File: src/rtl/dsc_pkg.sv
package dsc_pkg;
  typedef enum logic [2:0] {
    OP_HOLD,
    OP_INC,
    OP_DEC,
    OP_LOAD,
    OP_CLEAR
  } cnt_op_e;
endpackage

File: src/rtl/strobe_sync.sv
module strobe_sync #(
  parameter int STAGES = 2
) (
  input  logic clk_i,
  input  logic rst_ni,
  input  logic strobe_i,
  output logic level_o,
  output logic rise_o
);
  logic [STAGES-1:0] sync_q;
  logic              prev_q;

  genvar g;
  generate
    for (g = 0; g < STAGES; g++) begin : g_stage
      always_ff @(posedge clk_i or negedge rst_ni) begin
        if (!rst_ni) sync_q[g] <= 1'b1;
        else if (g == 0) sync_q[g] <= strobe_i;
        else sync_q[g] <= sync_q[(g > 0) ? g-1 : 0];
      end
    end
  endgenerate

  always_ff @(posedge clk_i or negedge rst_ni) begin
    if (!rst_ni) prev_q <= 1'b1;
    else         prev_q <= sync_q[STAGES-1];
  end

  assign level_o = sync_q[STAGES-1];
  assign rise_o  = sync_q[STAGES-1] & ~prev_q;
endmodule

File: src/rtl/count_core.sv
module count_core
  import dsc_pkg::*;
#(
  parameter int              WIDTH   = 4,
  parameter logic [WIDTH-1:0] MAX_VAL = '1
) (
  input  logic             clk_i,
  input  logic             rst_ni,
  input  cnt_op_e          op_i,
  input  logic [WIDTH-1:0] load_val_i,
  output logic [WIDTH-1:0] count_o
);
  logic [WIDTH-1:0] count_q, count_d;

  always_comb begin
    count_d = count_q;
    unique case (op_i)
      OP_CLEAR: count_d = '0;
      OP_LOAD:  count_d = load_val_i;
      // out-of-range values fold to the ends of the range
      OP_INC:   count_d = (count_q >= MAX_VAL) ? '0 : count_q + 1'b1;
      OP_DEC:   count_d = (count_q == '0 || count_q > MAX_VAL) ? MAX_VAL : count_q - 1'b1;
      default:  count_d = count_q;
    endcase
  end

  always_ff @(posedge clk_i or negedge rst_ni) begin
    if (!rst_ni) count_q <= '0;
    else         count_q <= count_d;
  end

  assign count_o = count_q;
endmodule

File: src/rtl/dual_strobe_counter.sv
module dual_strobe_counter
  import dsc_pkg::*;
#(
  parameter int WIDTH       = 4,
  parameter bit DECIMAL     = 1'b0,
  parameter int SYNC_STAGES = 2
) (
  input  logic             clk_i,
  input  logic             rst_ni,
  input  logic             clear_i,
  input  logic             load_ni,
  input  logic [WIDTH-1:0] load_val_i,
  input  logic             up_strobe_i,
  input  logic             dn_strobe_i,
  output logic [WIDTH-1:0] count_o,
  output logic             carry_no,
  output logic             borrow_no
);
  localparam logic [WIDTH-1:0] MAX_VAL = DECIMAL ? WIDTH'(9) : {WIDTH{1'b1}};

  logic    up_lvl, up_rise, dn_lvl, dn_rise;
  logic    inc_en, dec_en;
  cnt_op_e op;

  strobe_sync #(.STAGES(SYNC_STAGES)) u_up_sync (
    .clk_i(clk_i), .rst_ni(rst_ni), .strobe_i(up_strobe_i),
    .level_o(up_lvl), .rise_o(up_rise)
  );

  strobe_sync #(.STAGES(SYNC_STAGES)) u_dn_sync (
    .clk_i(clk_i), .rst_ni(rst_ni), .strobe_i(dn_strobe_i),
    .level_o(dn_lvl), .rise_o(dn_rise)
  );

  // each strobe is gated by the idle-high level of the other
  assign inc_en = up_rise & dn_lvl;
  assign dec_en = dn_rise & up_lvl;

  always_comb begin
    if (clear_i)               op = OP_CLEAR;
    else if (!load_ni)         op = OP_LOAD;
    else if (inc_en && !dec_en) op = OP_INC;
    else if (dec_en && !inc_en) op = OP_DEC;
    else                       op = OP_HOLD;
  end

  count_core #(.WIDTH(WIDTH), .MAX_VAL(MAX_VAL)) u_core (
    .clk_i(clk_i), .rst_ni(rst_ni), .op_i(op),
    .load_val_i(load_val_i), .count_o(count_o)
  );

  assign carry_no  = ~((count_o == MAX_VAL) & ~up_lvl);
  assign borrow_no = ~((count_o == '0) & ~dn_lvl);
endmodule

File: config.mk
export PLATFORM = sky130hd
export DESIGN_NAME = dual_strobe_counter
export DESIGN_NICKNAME = d
export VERILOG_FILES = /design/src/rtl/dsc_pkg.sv /design/src/rtl/strobe_sync.sv /design/src/rtl/count_core.sv /design/src/rtl/dual_strobe_counter.sv
export SDC_FILE = /design/constraint.sdc
export NUM_CORES = 1
export LEC_CHECK = 0
export CAP_MARGIN = 30
export CORE_MARGIN = 2
export CORE_UTILIZATION = 40
export DETAILED_ROUTE_END_ITERATION = 8
export GPL_ROUTABILITY_DRIVEN = 1
export GPL_TIMING_DRIVEN = 0
export PLACE_DENSITY = 0.73
export SLEW_MARGIN = 20
export SYNTH_ARGS = -nofsm -noshare
export SYNTH_HDL_FRONTEND = slang
export SYNTH_SLANG_ARGS = --single-unit
File: constraint.sdc
create_clock -name clk_i -period 1.32 [get_ports clk_i]
set_input_delay 0.33 -clock clk_i [delete_from_list [all_inputs] [get_ports clk_i]]
set_output_delay 0.33 -clock clk_i [all_outputs]
set_load 0.02 [all_outputs]
# ---- Yosys cells after proc, flatten, opt, wreduce, memory -nomap -nowiden
# Index checks and enable logic that the tools add are counted.
dict set report classes {
  n_lt_le_gt_ge 2
  n_bitwise 12
  add_sub_neg 2
  mux 7
  eq_ne 5
  reduce_logical 7
}
# operator n
set ops {}
lappend ops {{$pmux W4 S4} 1}
lappend ops {{$mux W4} 2}
lappend ops {{$and A1 B1 Y1} 6}
lappend ops {{$eq A3 B2 Y1 const B} 2}
lappend ops {{$mux W2} 3}
lappend ops {{$not A1 Y1} 6}
lappend ops {{$add A4 B1 Y4 const B} 1}
lappend ops {{$eq A4 B4 Y1 const B} 1}
lappend ops {{$ge A4 B4 Y1 const B} 1}
lappend ops {{$gt A4 B4 Y1 const B} 1}
lappend ops {{$logic_not A4 Y1} 1}
lappend ops {{$reduce_bool A4 Y1} 1}
lappend ops {{$sub A4 B1 Y4 const B} 1}
lappend ops {{$eq A3 B1 Y1 const B} 1}
lappend ops {{$eq A3 B3 Y1 const B} 1}
lappend ops {{$mux W3} 1}
lappend ops {{$logic_and A1 B1 Y1} 2}
lappend ops {{$logic_not A1 Y1} 2}
lappend ops {{$logic_or A1 B1 Y1} 1}
dict set report word_totals {
  ff_bits 10
  output_inout_bits 6
}

# ---- Longest topological paths before layout
# Gate-level depths: netlist (run 1).
dict set report depth {
  ltp_word 11
  mapped_depth 6
  mapped_depth_nobuf 6
}

# ---- By module
# A second synthesis (run 1) with hierarchy kept.
dict set report unflattened {
  hier_cells 70
  hier_area_um2 656.9
}
# mod area_each_um2 seq_area_each_um2 cells_each instances
set modules_own_cells {}
lappend modules_own_cells {count_core 416.6 100.1 52 1}
lappend modules_own_cells {strobe_sync 92.6 78.8 4 2}
lappend modules_own_cells {dual_strobe_counter 55.1 0.0 10 1}

# ---- Worst setup path before layout (run 1)
# OpenSTA, ideal clock, no wires.
dict set report synth_path {
  kind {flip-flop to output port}
  start {register u_core.count_q[0], in the netlist u_core.count_o[0]}
  end {output borrow_no}
  path_slack_ps -355
  path_stages_with_launch 5
  arrival_time_ps 1345
  cell_sequence {dfrtp_1 -> inv_1 -> ha_1 -> inv_1 -> or4_1}
}
dict set report synth_via {
  elab_chain_cells 3
}
# item line_no
set synth_rtl {}
lappend synth_rtl {{start, declared} count_core.sv:13} ;# logic [WIDTH-1:0] count_q, count_d;
lappend synth_rtl {{start signal, assigned} count_core.sv:29} ;# else count_q <= count_d;
lappend synth_rtl {{$logic_not A4 Y1} dual_strobe_counter.sv:53} ;# assign borrow_no = ~((count_o == '0) & ~dn_lvl);
lappend synth_rtl {{$and A1 B1 Y1} dual_strobe_counter.sv:53}
lappend synth_rtl {{$not A1 Y1} dual_strobe_counter.sv:53}
lappend synth_rtl {{end, declared} dual_strobe_counter.sv:17} ;# output logic borrow_no
# No other way between the ends.

# ---- Final worst setup path (run 1)
dict set report layout_path {
  start {register u_core.count_q[1], in the netlist u_core.count_o[1]}
  end {output borrow_no}
}
# The elaborated chain is that of the path after synthesis.

==> metrics, run 1 <==
internal power slightly above 0.0006 W; Avg Vias per Cell roughly 5.5; unrepaired setup endpoints after global routing yes; Die H about 42 um; Final Hold Viols 0; Period minus WS final between 1.5 and 2 ns; Die ar. ~1800 um^2; Psw around 0.00021 W; Slew Limit Fails 0; Final nets 99; synthesized cell area a little under 600 um^2; biggest cell delay along the critical path about 0.44 ns; outcome finished with violations; Crit path buffers/inverters 3; Inst Count DP 83; Syn Inst Count 53; Post-Layout Cell Count slightly above 100; DR iter-0 viols 11; Setup Viol. Count Final 8; most frequent cells in the layout buf_4, clkdlybuf4s50_1, buf_6, dfstp_2, clkbuf_4; Mean Syn Cell Area roughly 11 um^2; CP Launch Point u_core.count_o[1]; CTS tree built; Initial Util between 40 and 50%; failing checks negative setup slack; Worst Path Max Fanout 3; Worst Min Path Start u_dn_sync.sync_q[0]; max-cap viol count 0; cells along the critical path inv_2 > ha_4 > inv_2 > or4_4 > buf_6; hpwl dp slightly above 900 um; critical path's top delay family flip-flops; Max Freq roughly 0.55 GHz; Worst Path Required between 0.9 and 1 ns; LEAKAGE 0.4257 nW; # hold bufs at CTS 0; Critical Path End Type output pin; Syn-to-layout area delta 66.02%; drt wl/cell around 15 um; Sinks on Clock Net 10; io pins 16; port bufs 15; DR DRC count 0; Die W roughly 42 um; total gr overflow 0; R2R Path Start u_dn_sync.level_o; antenna viol nets, final 0; pwr dens between 800 and 900 nW/um^2; critical setup path kind flop to output pin; register area about 260 um^2; setup TNS -1.483 ns; Core Area 1318 um^2; CTS H-tree depth 1; worst vdd ir approximately 0.60 mV; Reg power frac 42.4%; layout cells sized above 1 54.65%; Ys Warns 0; final wirelength 1476 um; first-pass iteration count of the detailed router 5; leading cell type in the layout, fill and taps excluded buf_4; startpoint type of the worst setup path flop; clk_skew slightly below 0.0008 ns; final worst slack -0.4859 ns; CTS Buf Count 3; syn nets 65; FILL cells 95; largest net degree at the start of global routing 11; Reg clk slew, reported paths 0.06 ns; Max clock buf depth 2; RD Place Congestion 0.7084; Tcrit/Tclk final 136.8%; Slew headroom 72.73%; switch share approximately a quarter; Hold Path Class flop to flop; diodes inserted 0; Yosys reg bits 10; clock network fraction of total power 31.1%; combinational share of power 26.5%; gr usage total between 10% and 20%; Worst-Margin Slew 0.4077 ns; initial antenna violation count 0; Yosys cell types 28; number of global-route vias before repair 516; Most common cell on crit path inv_2; Multi-input gate area around 360 um^2; CP arrival between 1 and 1.5 ns; sequential area share after synthesis about 45%; row count 13; DP Area between 700 and 800 um^2; root buffer cell clkbuf_4; Finished Cell Area 959.7 um^2; vias around 560; CP max stage cell dfrtp_2; worst-skew pair later-pin latency approximately 0.25 ns; first-pass GRT wire length 2318 um
-- worst register-to-register path, cell delays in order, from the launching register on --
cell,delay (ns)
dfstp_2,0.55
buf_6,0.12
nand4b_4,0.13
nor3b_4,0.29
a22oi_2,0.13
o211ai_2,0.17
-- power by group through the flow --
stage          Clock (W)  Sequential [W]  Combinational, W
6_report        0.000260        0.000354          0.000221
5_1_grt         0.000283        0.000356          0.000238
4_1_cts         0.000266        0.000355          0.000203
3_5_place_dp           0        0.000365          0.000151
3_3_place_gp           0        0.000364          0.000150
2_1_floorplan          0        0.000369         0.0000707
-- metal layers --
metal / GRT usage (%) / routed length [um] / vias up
li1: - / - / 263
met1: 21.95 / 654 / 266
met2: 28.75 / 725 / 22
met3: 2.586 / 58 / 4
met4: 5.625 / 38 / 0
met5: 0 / 0 / -
-- sequential cells by signal (all words and copies together), names as in the netlist --
name               flops
u_up_sync.level_o      1
u_core.count_o         4
u_dn_sync.level_o      1
u_dn_sync.sync_q       1
u_up_sync.sync_q       1
u_up_sync.prev_q       1
u_dn_sync.prev_q       1
-- timing repair --
item,CTS,global route
resized for setup,38,5
buffers inserted,9,6
pin swaps,8,4
setup endpoints to repair,10,10
-- cells by family after synthesis --
kind of cell	count (synthesis)	synth area share, %
simple gates	19	24.03
buf+inv	5	3.245
mux	2	3.463
flops	10	44.59
fa+ha+maj	2	4.328
compound gates	14	18.83
xor+xnor	1	1.515
-- area by class of cell --
class | instances | area share (%)
Multi-Input combinational cell | 38 | 37.16
Buffer | 1 | 0.7823
Tap cell | 15 | 1.956
Clock buffer | 4 | 3.781
Inverter | 4 | 1.565
Sequential cell | 10 | 27.12
Timing Repair Buffer | 29 | 27.64
-- Yosys cell counts, drive strengths merged --
cell / number / share of area [%]
nand4b: 1 / 4.1
o21ba: 1 / 1.7
ha: 2 / 4.3
nor2: 4 / 2.6
clkbuf: 1 / 0.65
nand2: 2 / 1.3
mux2i: 2 / 3.5
and4b: 1 / 1.7
xor2: 1 / 1.5
or4: 1 / 1.3
nand3: 3 / 2.6
o21ai: 3 / 2.6
a22oi: 3 / 3.9
a311oi: 1 / 1.5
dfstp: 6 / 27
a211oi: 1 / 1.3
a21o: 1 / 1.3
nand2b: 1 / 1.1
o31ai: 1 / 1.3
nand3b: 3 / 3.9
nor3b: 1 / 3.2
and2: 1 / 1.1
inv: 4 / 2.6
a222oi: 1 / 1.7
o211ai: 2 / 3.5
or2: 1 / 1.1
dfrtp: 4 / 17
-- final timing paths --
check	endpoint	slack, ns	cells past startpoint
min in group asynchronous	u_core.count_o[3]	0.37	1
setup reg to reg	u_core.count_o[2]	-0.15	5
max in group asynchronous	u_dn_sync.prev_q	0.63	1
hold / removal	u_dn_sync.level_o	0.36	0
setup / recovery	borrow_no	-0.49	5
hold reg to reg	u_dn_sync.level_o	0.36	0
-- metrics by stage --
| step | hold WS [ns] | power, W | setup slack, ns | utilization, % |
|---|---|---|---|---|
| after floorplan | 0.03441 | 0.0004398 | -0.2503 | - |
| after global placement | 0.3471 | 0.0005133 | -0.7318 | 57.64 |
| after detailed placement | 0.3485 | 0.0005169 | -0.7345 | 57.64 |
| after CTS | 0.3577 | 0.0008238 | -0.4957 | 69.90 |
| after global routing | 0.3589 | 0.0008766 | -0.5316 | 72.84 |
| final | 0.3574 | 0.0008347 | -0.4859 | 72.84 |
(Power assumes the default switching activity.)
==> run 2, diff against run 1 <==
SETUP_SLACK_MARGIN = 0.1   (was not set)
==> metrics, run 2 (same netlist as run 1, synthesis figures left out) <==
Die H 42.02 um (unchanged); startpoint type of the worst setup path flop; Die W 42.02 um (unchanged); CP arrival 1.47 ns (about the same); clk_skew 0.005280 ns (+0.004486 ns); CP max stage cell dfrtp_2; R2R Path Start u_core.count_o[0]; CTS H-tree depth 1 (unchanged); Worst-Margin Slew 0.4185 ns (+0.01075 ns); unrepaired setup endpoints after global routing yes; Max Freq 0.5544 GHz (+0.13%); Die ar. 1765 um^2 (unchanged); port bufs 15 (unchanged); max-cap viol count 0 (unchanged); layout cells sized above 1 55.42% (+0.77 points); critical setup path kind flop to output pin; Worst Path Max Fanout 3 (unchanged); drt wl/cell 14.58 um (-0.22%); final worst slack -0.4836 ns (+0.002272 ns); vias 539 (-2.9%); Post-Layout Cell Count 98 (-3.0%); Slew headroom 72.01% (-0.72 points); row count 13 (unchanged); Tcrit/Tclk final 136.6% (-0.17 points); failing checks negative setup slack; Most common cell on crit path inv_2; # hold bufs at CTS 0 (unchanged); Syn-to-layout area delta 62.55%; CTS tree built; Crit path buffers/inverters 3 (unchanged); io pins 16 (unchanged); Max clock buf depth 2 (unchanged); Worst Path Required 0.99 ns (about the same); largest net degree at the start of global routing 11 (unchanged); pwr dens 887.7 nW/um^2 (+2.1%); post-route core utilization 71.32% (-1.5 points); Period minus WS final 1.804 ns (-0.002272 ns); critical path's top delay family flip-flops; CTS Buf Count 3 (unchanged); gr usage total 18.19% (+1.3 points); DR iter-0 viols 8 (-3); Avg Vias per Cell 5.500 (about the same); first-pass GRT wire length 2408 um (+3.9%); Final Hold Viols 0 (unchanged); R2R Path End u_core.count_o[3]; worst-skew pair later-pin latency 0.26 ns (about the same); total gr overflow 0 (unchanged); worst vdd ir 0.6696 mV (+11%); Inst Count DP 83 (unchanged); Critical Path End Type output pin; Worst R2R Setup Slack -0.14 ns (about the same); first-pass iteration count of the detailed router 4 (-1); CP Launch Point u_core.count_o[0]; root buffer cell clkbuf_4; Slew Limit Fails 0 (unchanged); LEAKAGE 0.4120 nW (-3.2%); Setup Viol. Count Final 7 (-1); biggest cell delay along the critical path 0.44 ns (about the same); initial antenna violation count 0 (unchanged); Place WS -0.6910 ns (+0.04351 ns); RD Place Congestion 0.7321 (+3.3%); Final nets 96 (-3.0%); diodes inserted 0 (unchanged); hpwl dp 981.3 um (+7.8%); most frequent cells in the layout clkdlybuf4s50_1, buf_6, buf_4, dfstp_2, clkbuf_4; cells on worst reg2reg path 7 (+2); DR DRC count 0 (unchanged); Sinks on Clock Net 10 (unchanged); max reg flops 4 (unchanged); Hold Path Class flop to flop; setup TNS -1.315 ns (+0.1671 ns); number of global-route vias before repair 547 (+6.0%); Finished Cell Area 939.7 um^2 (-2.1%); Initial Util 43.87% (unchanged); Core Area 1318 um^2 (unchanged); outcome finished with violations; Reg clk slew, reported paths 0.06 ns (about the same); cells along the critical path inv_2 > ha_4 > inv_2 > or4_4 > buf_6; WP depth 5 (unchanged); crit path capture borrow_no; final wirelength 1429 um (-3.2%); DP Area 775.7 um^2 (+2.1%); antenna viol nets, final 0 (unchanged)
run 2: cell types whose count changed in the layout (fill, tap and decap cells not counted):
| cell | delta |
|---|---|
| clkbuf_2 | -1 |
| a22oi_1 | +1 |
| dfrtp_2 | +1 |
| a22oi_2 | -1 |
| buf_12 | +1 |
| dfrtp_1 | -1 |
| dlygate4sd2_1 | -1 |
| clkdlybuf4s15_1 | -1 |
| buf_4 | -3 |
| buf_2 | +2 |
run 2: final cells by class:
type	count	area [um^2]
well taps	15	18.77
fillers	100	377.9
clock buffers	4	36.28
repair buffers	26	249.0
inverters	4	15.01
multi-input cells	38	351.6
plain buffers	1	7.507
flip-flops and latches	10	261.5
run 2: what timing repair did:
action,in CTS,in global routing
resized for setup,39,6
cloned,0,0
pin swaps,6,2
setup endpoints to repair,10,9
buffers inserted,9,3
run 2: report_power, final:
part	switching, W	internal [W]	total [W]
Sequential	0.0000220	0.000334	0.000356
Clock	0.0000923	0.000167	0.000259
Combinational	0.0000968	0.000122	0.000219
run 2: worst min path at each step:
| stage | startpoint | end | slack (ns) | cells after the start |
|---|---|---|---|---|
| after floorplan | rst_ni | u_core.count_o[0] | 0.03 | 0 |
| after global placement | u_up_sync.sync_q[0] | u_up_sync.level_o | 0.35 | 0 |
| after detailed placement | u_up_sync.sync_q[0] | u_up_sync.level_o | 0.35 | 0 |
| after CTS | u_up_sync.sync_q[0] | u_up_sync.level_o | 0.36 | 0 |
| after global routing | u_dn_sync.sync_q[0] | u_dn_sync.level_o | 0.37 | 0 |
| final | u_up_sync.sync_q[0] | u_up_sync.level_o | 0.36 | 0 |
run 2: stage by stage:
step	hold slack [ns]	total power, W
2_1_floorplan	0.03441	0.0004499
3_5_place_dp	0.3507	0.0005300
6_report	0.3613	0.0008341
3_3_place_gp	0.3459	0.0005248
5_1_grt	0.3653	0.0008859
4_1_cts	0.3598	0.0008388
run 2: per-layer routing:
layer / global-route usage, % / vias to the layer above / part of all wire (%)
met5: 0 / - / 0
met4: 10.63 / 0 / 1.7
met3: 6.466 / 4 / 6.4
met2: 26.88 / 17 / 49
met1: 22.87 / 258 / 43
li1: - / 260 / -
